$ cat src/rtl/pkt_disp_pkg.sv
package pkt_disp_pkg;
  typedef enum logic [1:0] {
    SLOT_FREE = 2'd0,
    SLOT_FILL = 2'd1,
    SLOT_WORK = 2'd2,
    SLOT_SEND = 2'd3
  } slot_state_e;
endpackage

$ cat src/rtl/pkt_pool.sv
module pkt_pool #(
  parameter int DW        = 64,
  parameter int DEPTH     = 32,
  parameter int MAX_WORDS = 8
) (
  input  logic          clk,
  input  logic          rst_n,
  input  logic          in_valid,
  input  logic          in_sop,
  input  logic          in_eop,
  input  logic [DW-1:0] in_data,
  input  logic          pop,
  output logic [DW-1:0] rd_data,
  output logic          rd_eop,
  output logic          pkt_avail,
  output logic          drop_pulse
);
  localparam int AW = $clog2(DEPTH);
  localparam int OW = $clog2(DEPTH + 1);

  logic [DW-1:0] mem_d [DEPTH];
  logic          mem_e [DEPTH];
  logic [AW-1:0] wr_ptr, wr_ptr_n, rd_ptr, rd_ptr_n;
  logic [OW-1:0] occ, occ_n, pkts, pkts_n;
  logic          acc_q, acc_n, room_ok, take;

  // room for a worst-case packet is reserved at its first word
  assign room_ok    = (OW'(DEPTH) - occ) >= OW'(MAX_WORDS);
  assign take       = in_valid && (in_sop ? room_ok : acc_q);
  assign drop_pulse = in_valid && in_sop && !room_ok;
  assign rd_data    = mem_d[rd_ptr];
  assign rd_eop     = mem_e[rd_ptr];
  assign pkt_avail  = (pkts != '0);

  always_comb begin
    acc_n = acc_q;
    if (in_valid) begin
      if (in_sop) acc_n = room_ok;
      if (in_eop) acc_n = 1'b0;
    end
    wr_ptr_n = wr_ptr;
    if (take) wr_ptr_n = (wr_ptr == AW'(DEPTH - 1)) ? '0 : wr_ptr + 1'b1;
    rd_ptr_n = rd_ptr;
    if (pop) rd_ptr_n = (rd_ptr == AW'(DEPTH - 1)) ? '0 : rd_ptr + 1'b1;
    occ_n  = occ + OW'(take) - OW'(pop);
    pkts_n = pkts + OW'(take && in_eop) - OW'(pop && rd_eop);
  end

  always_ff @(posedge clk) begin
    if (take) begin
      mem_d[wr_ptr] <= in_data;
      mem_e[wr_ptr] <= in_eop;
    end
  end

  always_ff @(posedge clk or negedge rst_n) begin
    if (!rst_n) begin
      acc_q  <= 1'b0;
      wr_ptr <= '0;
      rd_ptr <= '0;
      occ    <= '0;
      pkts   <= '0;
    end else begin
      acc_q  <= acc_n;
      wr_ptr <= wr_ptr_n;
      rd_ptr <= rd_ptr_n;
      occ    <= occ_n;
      pkts   <= pkts_n;
    end
  end

  assert_no_overflow_R2: assert property (@(posedge clk) disable iff (!rst_n)
    take |-> (occ < OW'(DEPTH)));
  assert_whole_packet_R3: assert property (@(posedge clk) disable iff (!rst_n)
    pop |-> (pkts != '0));
endmodule

$ cat src/rtl/pkt_slot.sv
module pkt_slot
  import pkt_disp_pkg::*;
#(
  parameter int DW        = 64,
  parameter int MAX_WORDS = 8,
  localparam int AW       = $clog2(MAX_WORDS),
  localparam int LW       = $clog2(MAX_WORDS + 1)
) (
  input  logic          clk,
  input  logic          rst_n,
  input  logic          claim,
  input  logic          fill_we,
  input  logic [AW-1:0] fill_addr,
  input  logic [DW-1:0] fill_data,
  input  logic          fill_last,
  input  logic [AW-1:0] eng_rd_addr,
  output logic [DW-1:0] eng_rd_data,
  input  logic          eng_we,
  input  logic [AW-1:0] eng_wr_addr,
  input  logic [DW-1:0] eng_wr_data,
  input  logic          eng_done,
  input  logic [LW-1:0] eng_done_len,
  input  logic [AW-1:0] snd_addr,
  output logic [DW-1:0] snd_data,
  input  logic          snd_release,
  output logic          is_free,
  output logic          is_busy,
  output logic          is_pend,
  output logic [LW-1:0] len,
  output logic          irq
);
  logic [DW-1:0] mem [MAX_WORDS];
  slot_state_e   st_q, st_n;
  logic [LW-1:0] len_q, len_n;
  logic          wr, irq_n;
  logic [AW-1:0] waddr;
  logic [DW-1:0] wdata;

  assign is_free     = (st_q == SLOT_FREE);
  assign is_busy     = (st_q == SLOT_WORK);
  assign is_pend     = (st_q == SLOT_SEND);
  assign len         = len_q;
  assign eng_rd_data = mem[eng_rd_addr];
  assign snd_data    = mem[snd_addr];

  always_comb begin
    wr    = 1'b0;
    waddr = fill_addr;
    wdata = fill_data;
    if (st_q == SLOT_FILL && fill_we) begin
      wr = 1'b1;
    end else if (st_q == SLOT_WORK && eng_we) begin
      wr    = 1'b1;
      waddr = eng_wr_addr;
      wdata = eng_wr_data;
    end
    st_n  = st_q;
    len_n = len_q;
    irq_n = 1'b0;
    case (st_q)
      SLOT_FREE: if (claim) st_n = SLOT_FILL;
      SLOT_FILL: if (fill_we && fill_last) begin
        st_n  = SLOT_WORK;
        len_n = LW'(fill_addr) + LW'(1);
      end
      SLOT_WORK: if (eng_done) begin
        st_n  = SLOT_SEND;
        len_n = eng_done_len;
      end
      default: if (snd_release) begin
        st_n  = SLOT_FREE;
        irq_n = 1'b1;
      end
    endcase
  end

  always_ff @(posedge clk) begin
    if (wr) mem[waddr] <= wdata;
  end

  always_ff @(posedge clk or negedge rst_n) begin
    if (!rst_n) begin
      st_q  <= SLOT_FREE;
      len_q <= '0;
      irq   <= 1'b0;
    end else begin
      st_q  <= st_n;
      len_q <= len_n;
      irq   <= irq_n;
    end
  end

  assert_claim_free_R4: assert property (@(posedge clk) disable iff (!rst_n)
    claim |-> (st_q == SLOT_FREE));
  assert_irq_freed_R8: assert property (@(posedge clk) disable iff (!rst_n)
    irq |-> (st_q == SLOT_FREE));
endmodule

$ cat src/rtl/pkt_egress.sv
module pkt_egress #(
  parameter int DW        = 64,
  parameter int NUM_ENG   = 4,
  parameter int MAX_WORDS = 8,
  localparam int AW       = $clog2(MAX_WORDS),
  localparam int LW       = $clog2(MAX_WORDS + 1),
  localparam int IW       = $clog2(NUM_ENG)
) (
  input  logic                  clk,
  input  logic                  rst_n,
  input  logic [NUM_ENG-1:0]    pend,
  input  logic [NUM_ENG*LW-1:0] len_flat,
  input  logic [NUM_ENG*DW-1:0] data_flat,
  output logic [AW-1:0]         rd_addr,
  output logic [NUM_ENG-1:0]    release_o,
  output logic                  out_valid,
  output logic                  out_sop,
  output logic                  out_eop,
  output logic [DW-1:0]         out_data
);
  logic          busy_q, busy_n, pick_any, last;
  logic [IW-1:0] cur_q, cur_n, ptr_q, ptr_n, pick_idx;
  logic [AW-1:0] cnt_q, cnt_n;
  logic [LW-1:0] cur_len;

  // rotating priority: first pending engine at or after ptr_q
  always_comb begin
    pick_any = 1'b0;
    pick_idx = '0;
    for (int off = NUM_ENG - 1; off >= 0; off--) begin
      int j;
      j = int'(ptr_q) + off;
      if (j >= NUM_ENG) j = j - NUM_ENG;
      if (pend[j]) begin
        pick_any = 1'b1;
        pick_idx = IW'(j);
      end
    end
  end

  assign cur_len   = len_flat[cur_q*LW +: LW];
  assign last      = busy_q && (LW'(cnt_q) + LW'(1) == cur_len);
  assign out_valid = busy_q;
  assign out_sop   = busy_q && (cnt_q == '0);
  assign out_eop   = last;
  assign out_data  = data_flat[cur_q*DW +: DW];
  assign rd_addr   = cnt_q;

  always_comb begin
    busy_n    = busy_q;
    cur_n     = cur_q;
    cnt_n     = cnt_q;
    ptr_n     = ptr_q;
    release_o = '0;
    if (!busy_q) begin
      if (pick_any) begin
        busy_n = 1'b1;
        cur_n  = pick_idx;
        cnt_n  = '0;
      end
    end else if (last) begin
      busy_n           = 1'b0;
      release_o[cur_q] = 1'b1;
      ptr_n            = (cur_q == IW'(NUM_ENG - 1)) ? '0 : cur_q + 1'b1;
    end else begin
      cnt_n = cnt_q + 1'b1;
    end
  end

  always_ff @(posedge clk or negedge rst_n) begin
    if (!rst_n) begin
      busy_q <= 1'b0;
      cur_q  <= '0;
      cnt_q  <= '0;
      ptr_q  <= '0;
    end else begin
      busy_q <= busy_n;
      cur_q  <= cur_n;
      cnt_q  <= cnt_n;
      ptr_q  <= ptr_n;
    end
  end

  assert_contiguous_R7: assert property (@(posedge clk) disable iff (!rst_n)
    (out_valid && !out_sop) |-> $past(out_valid));
  assert_serve_pending_R7: assert property (@(posedge clk) disable iff (!rst_n)
    (out_valid && out_sop) |-> pend[cur_q]);
  assert_single_release_R8: assert property (@(posedge clk) disable iff (!rst_n)
    $onehot0(release_o));
endmodule

$ cat src/rtl/pkt_dispatch.sv
module pkt_dispatch #(
  parameter int DW        = 64,
  parameter int NUM_ENG   = 4,
  parameter int MAX_WORDS = 8,
  parameter int CNT_W     = 16,
  localparam int AW       = $clog2(MAX_WORDS),
  localparam int LW       = $clog2(MAX_WORDS + 1),
  localparam int IW       = $clog2(NUM_ENG),
  localparam int POOL_D   = NUM_ENG * MAX_WORDS
) (
  input  logic                  clk,
  input  logic                  rst_n,
  input  logic                  in_valid,
  input  logic                  in_sop,
  input  logic                  in_eop,
  input  logic [DW-1:0]         in_data,
  output logic [NUM_ENG-1:0]    eng_busy,
  output logic [NUM_ENG*LW-1:0] eng_len,
  input  logic [NUM_ENG*AW-1:0] eng_rd_addr,
  output logic [NUM_ENG*DW-1:0] eng_rd_data,
  input  logic [NUM_ENG-1:0]    eng_we,
  input  logic [NUM_ENG*AW-1:0] eng_wr_addr,
  input  logic [NUM_ENG*DW-1:0] eng_wr_data,
  input  logic [NUM_ENG-1:0]    eng_done,
  input  logic [NUM_ENG*LW-1:0] eng_done_len,
  output logic [NUM_ENG-1:0]    eng_irq,
  output logic                  out_valid,
  output logic                  out_sop,
  output logic                  out_eop,
  output logic [DW-1:0]         out_data,
  output logic [CNT_W-1:0]      drop_count
);
  logic [1:0]            rst_sync;
  logic                  rst_n_s;
  logic                  pop, rd_eop, pkt_avail, drop_pulse, free_any;
  logic [DW-1:0]         rd_data;
  logic                  moving, mv_n;
  logic [IW-1:0]         tgt, tgt_n, free_idx;
  logic [AW-1:0]         dcnt, dcnt_n, snd_addr;
  logic [NUM_ENG-1:0]    claim, slot_free, slot_pend, release_v;
  logic [NUM_ENG*DW-1:0] snd_flat;
  logic [CNT_W-1:0]      drop_q;

  // asynchronous assertion, synchronous release
  always_ff @(posedge clk or negedge rst_n) begin
    if (!rst_n) rst_sync <= 2'b00;
    else        rst_sync <= {rst_sync[0], 1'b1};
  end
  assign rst_n_s = rst_sync[1];

  pkt_pool #(.DW(DW), .DEPTH(POOL_D), .MAX_WORDS(MAX_WORDS)) u_pool (
    .clk(clk), .rst_n(rst_n_s), .in_valid(in_valid), .in_sop(in_sop),
    .in_eop(in_eop), .in_data(in_data), .pop(pop), .rd_data(rd_data),
    .rd_eop(rd_eop), .pkt_avail(pkt_avail), .drop_pulse(drop_pulse));

  // lowest-index free engine
  always_comb begin
    free_any = 1'b0;
    free_idx = '0;
    for (int i = NUM_ENG - 1; i >= 0; i--) begin
      if (slot_free[i]) begin
        free_any = 1'b1;
        free_idx = IW'(i);
      end
    end
  end

  always_comb begin
    mv_n   = moving;
    tgt_n  = tgt;
    dcnt_n = dcnt;
    claim  = '0;
    pop    = 1'b0;
    if (!moving) begin
      if (pkt_avail && free_any) begin
        claim[free_idx] = 1'b1;
        mv_n            = 1'b1;
        tgt_n           = free_idx;
        dcnt_n          = '0;
      end
    end else begin
      pop = 1'b1;
      if (rd_eop) mv_n   = 1'b0;
      else        dcnt_n = dcnt + 1'b1;
    end
  end

  always_ff @(posedge clk or negedge rst_n_s) begin
    if (!rst_n_s) begin
      moving <= 1'b0;
      tgt    <= '0;
      dcnt   <= '0;
      drop_q <= '0;
    end else begin
      moving <= mv_n;
      tgt    <= tgt_n;
      dcnt   <= dcnt_n;
      if (drop_pulse) drop_q <= drop_q + 1'b1;
    end
  end
  assign drop_count = drop_q;

  for (genvar g = 0; g < NUM_ENG; g++) begin : g_slot
    pkt_slot #(.DW(DW), .MAX_WORDS(MAX_WORDS)) u_slot (
      .clk(clk), .rst_n(rst_n_s), .claim(claim[g]),
      .fill_we(moving && (tgt == IW'(g))), .fill_addr(dcnt),
      .fill_data(rd_data), .fill_last(rd_eop),
      .eng_rd_addr(eng_rd_addr[g*AW +: AW]),
      .eng_rd_data(eng_rd_data[g*DW +: DW]),
      .eng_we(eng_we[g]), .eng_wr_addr(eng_wr_addr[g*AW +: AW]),
      .eng_wr_data(eng_wr_data[g*DW +: DW]), .eng_done(eng_done[g]),
      .eng_done_len(eng_done_len[g*LW +: LW]), .snd_addr(snd_addr),
      .snd_data(snd_flat[g*DW +: DW]), .snd_release(release_v[g]),
      .is_free(slot_free[g]), .is_busy(eng_busy[g]), .is_pend(slot_pend[g]),
      .len(eng_len[g*LW +: LW]), .irq(eng_irq[g]));
  end

  pkt_egress #(.DW(DW), .NUM_ENG(NUM_ENG), .MAX_WORDS(MAX_WORDS)) u_egress (
    .clk(clk), .rst_n(rst_n_s), .pend(slot_pend), .len_flat(eng_len),
    .data_flat(snd_flat), .rd_addr(snd_addr), .release_o(release_v),
    .out_valid(out_valid), .out_sop(out_sop), .out_eop(out_eop),
    .out_data(out_data));

  assert_one_claim_R4: assert property (@(posedge clk) disable iff (!rst_n_s)
    $onehot0(claim));
  assert_drop_step_R2: assert property (@(posedge clk) disable iff (!rst_n_s)
    drop_pulse |=> (drop_count == $past(drop_count) + 1'b1));
  assert_irq_onehot_R8: assert property (@(posedge clk) disable iff (!rst_n_s)
    $onehot0(eng_irq));
endmodule

$ cat config.mk
export PLATFORM = sky130hd
export DESIGN_NAME = pkt_dispatch
export DESIGN_NICKNAME = d
export VERILOG_FILES = /design/src/rtl/pkt_disp_pkg.sv /design/src/rtl/pkt_pool.sv /design/src/rtl/pkt_slot.sv /design/src/rtl/pkt_egress.sv /design/src/rtl/pkt_dispatch.sv
export SDC_FILE = /design/constraint.sdc
export NUM_CORES = 2
export LEC_CHECK = 0
export BUFFER_PORTS_ARGS = -buffer_cell sky130_fd_sc_hd__buf_2
export CORE_MARGIN = 2
export CORE_UTILIZATION = 45
export DETAILED_ROUTE_END_ITERATION = 8
export PLACE_DENSITY = 0.71
export SYNTH_ARGS = -nofsm -noshare
export SYNTH_HDL_FRONTEND = slang
export SYNTH_MEMORY_MAX_BITS = 65536
export SYNTH_SLANG_ARGS = --single-unit
$ cat constraint.sdc
create_clock -name clk -period 2.9 [get_ports clk]
set_clock_uncertainty 0.15 [all_clocks]
set_input_delay 0.435 -clock clk [delete_from_list [all_inputs] [get_ports clk]]
set_output_delay 0.435 -clock clk [all_outputs]
set_load 0.01 [all_outputs]
[Word level (Yosys, flattened, before mapping)]
Memories as Yosys holds them, arrays and structs flattened.
Index checks and enable logic that the tools add are counted.
Storage, ports and cells
  register bits after elaboration: 83
  bits in writable memories: 4128
  input bits: 373
  output and inout bits: 363
  logic and storage cells: 295
  memories kept: 6
Memory list
  u_pool.mem_d: depth 32, width 64, rd ports 1, clocked after memory_dff 0, write ports 1, line pkt_pool.sv:21  | logic [DW-1:0] mem_d [DEPTH];
  g_slot[0].u_slot.mem: depth 8, width 64, rd ports 2, clocked after memory_dff 0, write ports 1, line pkt_slot.sv:32  | logic [DW-1:0] mem [MAX_WORDS];
  g_slot[1].u_slot.mem: depth 8, width 64, rd ports 2, clocked after memory_dff 0, write ports 1, line pkt_slot.sv:32
  g_slot[2].u_slot.mem: depth 8, width 64, rd ports 2, clocked after memory_dff 0, write ports 1, line pkt_slot.sv:32
  g_slot[3].u_slot.mem: depth 8, width 64, rd ports 2, clocked after memory_dff 0, write ports 1, line pkt_slot.sv:32
  u_pool.mem_e: depth 32, width 1, rd ports 1, clocked after memory_dff 0, write ports 1, line pkt_pool.sv:22  | logic mem_e [DEPTH];
Operators by class
  $add $sub $neg: 20
  order comparisons: 13
  equal/unequal tests: 33
  shifts and indexed selects: 2
  muxes and demuxes: 132
  bitwise operators: 2
  reductions and logical operators: 61
Operators by type and width (count)
  $mux W64: 8
  $shiftx A256 B9 Y64: 1
  $lt A32 B4 Y1 const B: 4
  $mux W32: 4
  $ge A32 B4 Y1 const B: 3
  $sub A32 B4 Y32 const B: 3
  $mux W1: 53
  $mux W2: 25
  $mux W4: 12
  $mux W3: 14
  $pmux W4 S2: 4
  $ne A2 B2 Y1 const B: 14
  $logic_and A1 B1 Y1: 26
  $pmux W2 S3: 4
  $eq A2 B2 Y1 const B: 11
  $add A16 B1 Y16 const B: 1
  $reduce_and A4 Y1: 4
  $reduce_bool A4 Y1: 4
  $shiftx A16 B5 Y4: 1
  $add A6 B1 Y6: 2
  $reduce_and A3 Y1: 4
  $reduce_bool A2 Y1: 6
  $reduce_or A3 Y1: 4
  $sub A6 B1 Y6: 2
  24 further kinds: 49

[Depth between registers and ports, before layout]
  depth in word-level cells: 13
  mapped depth: 15
  depth with buffers taken out: 13

[Hierarchy]
Synthesis repeated with hierarchy kept, for this count alone.
Unflattened totals
  cell total of the unflattened synthesis: 8258
  area, all modules: 181565.4 µm²
Modules (own cells, without submodules)
  pkt_slot: times used 4, cells each 1105, area each 24392.1 µm², seq. area each 15549.9 µm²
  pkt_pool: times used 1, cells each 3590, area each 80648.6 µm², seq. area each 63035.5 µm²
  pkt_egress: times used 1, cells each 145, area each 2235.9 µm², seq. area each 200.2 µm²
  pkt_dispatch: times used 1, cells each 103, area each 1112.3 µm², seq. area each 600.6 µm²

[Least setup slack after synthesis]
Ideal clock, no wire load.
  path kind: reg-to-reg
  start point: register u_pool.occ[3]
  end point: memory u_pool.mem_d[12][0] (enable)
  setup time: 0.568 ns
  data arrival time: 6.113 ns
  required time: 2.182 ns
  path slack: -3.931 ns
  stages on the path, launching flop included: 9
  buffers on the path: 1
  clock period less this slack: 6.831 ns
  cell sequence: dfrtp_1 -> inv_1 -> ha_1 -> nor3b_1 -> xnor2_1 -> a31oi_1 -> clkbuf_1 -> nand2_1 -> nor3_1
Between the ends
  word-level cells in the longest chain between the ends: 6
RTL lines
  from (decl): line pkt_pool.sv:24  | logic [OW-1:0] occ, occ_n, pkts, pkts_n;
  from (signal assigned): line pkt_pool.sv:67  | occ <= occ_n;
  $sub A6 B6 Y6: line pkt_pool.sv:28  | assign room_ok = (OW'(DEPTH) - occ) >= OW'(MAX_WORDS);
  $ge A6 B4 Y1: line pkt_pool.sv:28
  $mux W1: line pkt_pool.sv:29  | assign take = in_valid && (in_sop ? room_ok : acc_q);
  $logic_and A1 B1 Y1: line pkt_pool.sv:29
  $mux W1: line pkt_pool.sv:50  | if (take) begin
  $mux W1 (implied by the code): line pkt_pool.sv:51  | mem_d[wr_ptr] <= in_data;
  to (decl): line pkt_pool.sv:21
Every way passes these cells.

[Worst setup path in the final report]
  start point: register u_egress.cnt_q[1], in the netlist u_egress.rd_addr[1]
  end point: output port out_data[16]
Between the ends
  word-level cells in the longest chain between the ends: 2
  elaborated cells on any way between the ends: 5
  those cells by class: shift (1); memory (4)
RTL lines
  from (decl): line pkt_egress.sv:23  | logic [AW-1:0] cnt_q, cnt_n;
  from (signal assigned): line pkt_egress.sv:79  | cnt_q <= cnt_n;
  $mem_v2 Z8 W64
  $shiftx A256 B9 Y64 *: line pkt_egress.sv:46  | assign out_data = data_flat[cur_q*DW +: DW];
  to (decl): line pkt_dispatch.sv:30  | output logic [DW-1:0] out_data,
Every way passes the cells marked *; elsewhere a longest branch is shown, timed or not.

==> flow_metrics.env <==
export IMPL_drtAntennaViolNets=0
export IMPL_port_buffers=735
export IMPL_finalWorstPathRequiredPeriod_ns=4.23
export IMPL_outcome="finished, violations left"
export IMPL_syn_to_final_growth_pct=26.3
export IMPL_yosys_register_bits=4211
export IMPL_synth_adder_area_share=0.00359
export IMPL_syn_cell_area_sq_um=179000
export IMPL_cp_cell_sequence="buf_16, buf_16, buf_4, mux4_2, mux4_2, nand2_4, nand2_4, buf_2"
export IMPL_regToRegStartpoint="u_pool.rd_ptr[0]"
export IMPL_vias_in_the_first_global_route=102000
export IMPL_vias=103000
export IMPL_total_power_mw=242
export IMPL_grt_ovfl_total=0
export IMPL_tightest_hold_check_type="in -> reg"
export IMPL_summed_negative_setup_slack_over_all_endpoints_ns=-981.10
export IMPL_worst_skew_pair_late_latency_ns=1.00
export IMPL_clockRootBuffer="sky130_fd_sc_hd__clkbuf_16"
export IMPL_final_core_util=0.570
export IMPL_rr_worst_depth=10
export IMPL_first_pass_iters=5
export IMPL_ff2ff_setup_slack_ns=-0.56
export IMPL_holdCritStartpoint="eng_wr_data[165]"
export IMPL_worstSetupStartpoint="u_egress.rd_addr[1]"
export IMPL_finalCritPeriodShare=1.46
export IMPL_post_route_drc_count=0
export IMPL_synth_cell_types=72
export IMPL_tritoncts_num_sinks=4211
export IMPL_xor_xnor_portion_of_the_synthesized_cell_area=0.00152
export IMPL_critical_path_peak_fanout=11
export IMPL_timing_hold_ws_ns=0.0152
export IMPL_design_final_nets=10700
export IMPL_synthesized_area_per_cell_sq_um=22.1
export IMPL_grt_antenna_before_repair=81
export IMPL_initial_core_utilization=0.452
export IMPL_synth_compound_area_share=0.0114
export IMPL_report_final_hold_viol_count=0
export IMPL_numCtsBuffers=420
export IMPL_simple_gate_share_of_the_synthesized_area=0.0164
export IMPL_worst_slew_margin_rel=0.288
export IMPL_synth_top_flop_cell="sky130_fd_sc_hd__edfxtp_1"
export IMPL_timing_hold_worst_endpoint="g_slot[2].u_slot.mem[3][37]"
export IMPL_area_of_the_core_region_sq_um=396000
export IMPL_cellLeakagePower_nw=74.7
export IMPL_critPathLaunchType="flip-flop"
export IMPL_layout_setup_ws_ns=-1.33
export IMPL_timing_critical_path_arrival_ns=3.64
export IMPL_drt_wirelength_mm=615
export IMPL_die_wd_microns=634
export IMPL_worst_path_cell_with_the_longest_stage_delay="sky130_fd_sc_hd__mux4_2"
export IMPL_htree_levels=5
export IMPL_rsz0062_at_grt="yes"
export IMPL_synth_edff_count=4128
export IMPL_drive_gt1_frac=0.480
export IMPL_timing_rr_end="g_slot[0].u_slot.mem[1][45]"
export IMPL_synth_async_reset_ratio=0.0197
export IMPL_tightest_slew_ns=1.07
export IMPL_vdd_ir_max_mv=0.730
export IMPL_end_kind="primary output"
export IMPL_post_drt_wl_per_cell_microns=38.7
export IMPL_largest_net_degree_at_the_start_of_global_routing=67
export IMPL_worstHoldPathCells=3
export IMPL_detailedPlacementHpwl_mm=418
export IMPL_critical_path_buf_inv_count=4
export IMPL_design_die_area_sq_um=402000
export IMPL_synth_sequential_area_ratio=0.705
export IMPL_placed_cells_incl_taps=14600
export IMPL_first_iter_violations=14400
export IMPL_worst_endpoint_required_ns=2.32
export IMPL_final_max_slew_viol_count=0
export IMPL_globalplace_congestion=0.875
export IMPL_synth_cells=8089
export IMPL_failed_checks="setup timing"
export IMPL_top_level_ports=736
export IMPL_criticalPathCategory="reg -> out"
export IMPL_synth_area_mux_share=0.248
export IMPL_cellPowerDensity_nw_per_um2=1070
export IMPL_delay_of_the_slowest_critical_path_stage_ns=0.56
export IMPL_post_synth_net_total=8512
export IMPL_setup_violations_final=3348
export IMPL_grt_usage=0.299
export IMPL_rows=231
export IMPL_drv_cap=0
export IMPL_detail_route_vias_per_cell=6.48
export IMPL_tritoncts_clock_tree="yes"
export IMPL_max_clock_path_buffers=4
export IMPL_synth_top_family_by_area="multiplexers"
export IMPL_grt_pass1_wl_mm=827
export IMPL_fin_cells=15900
export IMPL_clkSlewWorstSetupHoldPaths_ns=0.06
export IMPL_floorplan_die_height_microns=634
export IMPL_synthesis_yosys_warnings=0
export IMPL_critical_path_top_delay_family="multiplexers"
export IMPL_timing_fmax_mhz=236
==> cells by family (layout without fill, tap and decap cells) <==
logic type / count (synthesis) / count (layout)
compound gates: 366 / 366
xor+xnor: 31 / 31
fa+ha+maj: 50 / 50
buf+inv: 584 / 3122
flops: 4211 / 4211
mux: 2149 / 2149
other cells: 1 / 37
simple gates: 697 / 697
==> cell type report <==
| class | count | area, sq um |
|---|---|---|
| inverter | 55 | 226 |
| clock inverter | 286 | 3090 |
| timing repair buffer | 2288 | 25900 |
| sequential | 4211 | 126000 |
| multi-input combinational | 3294 | 52900 |
| clock buffer | 493 | 10800 |
| fill | 27700 | 170000 |
| tap | 5242 | 6560 |
| antenna | 36 | 90.1 |
==> timing repair <==
action / 4_1_cts / 5_1_grt
gates resized for setup: 374 / 343
hold buffers: 269 / 11
gates cloned: 33 / 35
hold endpoints to repair: 3531 / 88
pin swaps: 21 / 62
setup endpoints to repair: 3253 / 4016
setup buffers: 72 / 80
==> worst max-delay path by stage <==
| stage | slack (ns) | endpoint | cells past startpoint |
|---|---|---|---|
| final | -1.33 | out_data[16] | 8 |
| after global routing | -1.30 | out_data[8] | 10 |
| after CTS | -1.42 | out_data[0] | 9 |
| after detailed placement | -0.72 | out_data[20] | 7 |
| after global placement | -0.73 | out_data[20] | 7 |
| after floorplan | -0.74 | u_pool.mem_d[15][0] | 7 |
==> synth_stat cells, types with 4 or more instances <==
cell | n | share of area
sky130_fd_sc_hd__edfxtp_1 | 4128 | 0.69
sky130_fd_sc_hd__mux4_2 | 1798 | 0.23
sky130_fd_sc_hd__nor2_1 | 361 | 0.0076
sky130_fd_sc_hd__a21oi_1 | 287 | 0.0080
sky130_fd_sc_hd__clkbuf_1 | 279 | 0.0059
sky130_fd_sc_hd__mux2_2 | 269 | 0.017
sky130_fd_sc_hd__nand2_1 | 237 | 0.0050
sky130_fd_sc_hd__buf_1 | 125 | 0.0026
sky130_fd_sc_hd__buf_2 | 114 | 0.0032
sky130_fd_sc_hd__dfrtp_1 | 83 | 0.012
sky130_fd_sc_hd__mux2i_1 | 77 | 0.0043
sky130_fd_sc_hd__inv_1 | 52 | 0.0011
sky130_fd_sc_hd__ha_1 | 48 | 0.0034
sky130_fd_sc_hd__o21ai_0 | 18 | 0.00050
sky130_fd_sc_hd__xnor2_1 | 17 | 0.00083
sky130_fd_sc_hd__nor3_1 | 16 | 0.00045
sky130_fd_sc_hd__and3_1 | 14 | 0.00049
sky130_fd_sc_hd__nand3_1 | 14 | 0.00039
sky130_fd_sc_hd__xor2_1 | 14 | 0.00069
sky130_fd_sc_hd__nor3b_1 | 10 | 0.00042
sky130_fd_sc_hd__buf_4 | 9 | 0.00038
sky130_fd_sc_hd__nand2b_1 | 9 | 0.00032
sky130_fd_sc_hd__nor2b_1 | 9 | 0.00032
sky130_fd_sc_hd__o221a_2 | 8 | 0.00050
sky130_fd_sc_hd__a221oi_1 | 7 | 0.00034
sky130_fd_sc_hd__o22ai_1 | 7 | 0.00025
sky130_fd_sc_hd__a31oi_1 | 6 | 0.00021
sky130_fd_sc_hd__nand3b_1 | 5 | 0.00021
sky130_fd_sc_hd__nand4_1 | 4 | 0.00014
==> power by group <==
part	total [mW]	switching, mW	internal [mW]
combinational	104	58.1	45.7
clock	55.3	23.8	31.5
sequential	83.1	1.82	81.3
total	242	83.8	159
==> registers in the layout (all words and copies together) (netlist names), 3 cells and up <==
signal	flops
u_pool.pkts	6
g_slot.u_slot.mem	2048
u_egress.rd_addr	3
drop_count	16
u_pool.mem_e	32
dcnt	3
u_pool.mem_d	2048
u_pool.rd_ptr	5
g_slot.u_slot.irq	4
u_pool.wr_ptr	5
g_slot.u_slot.len	16
g_slot.u_slot.st_q	8
u_pool.occ	6
==> placed cells by master (no fill, tap or decap), drive strengths merged, types with 4 or more instances in the layout <==
cell / count
a21oi: 288
xnor2: 17
nand2: 237
and3: 14
edfxtp: 4128
inv: 71
dlygate4sd3: 280
nand3: 14
mux2i: 77
bufinv: 53
nand2b: 9
nor3b: 11
buf: 1969
xor2: 14
dfrtp: 83
nor2: 361
o22ai: 7
mux2: 272
nor2b: 9
nor4: 4
clkinvlp: 21
mux4: 1800
nor3: 18
a221oi: 8
nand4: 4
o21ai: 19
bufbuf: 5
ha: 48
a31oi: 6
o221a: 8
nand3b: 5
diode: 36
clkinv: 196
clkbuf: 527
==> worst min-delay path, cell delays in order <==
cell and delay, ns:
sky130_fd_sc_hd__buf_2 0.11, sky130_fd_sc_hd__nor2_1 0.24, sky130_fd_sc_hd__a21oi_1 0.19
==> stage by stage <==
step | setup WS, ns | area [sq um]
after global placement | -0.726 | 203000
after CTS | -1.42 | 223000
after detailed placement | -0.723 | 203000
final | -1.33 | 226000
after floorplan | -0.741 | 179000
after global routing | -1.30 | 226000
==> routing by layer <==
metal  track usage  wire length, microns  vias to the layer above
li1              -                     -                    39300
met1         0.362                198000                    54600
met2         0.465                288000                     7709
met3        0.0760                 73400                     1514
met4         0.227                 55900                       34
met5             0                   232                        -
No activity file was read; power rests on OpenSTA's default activity.
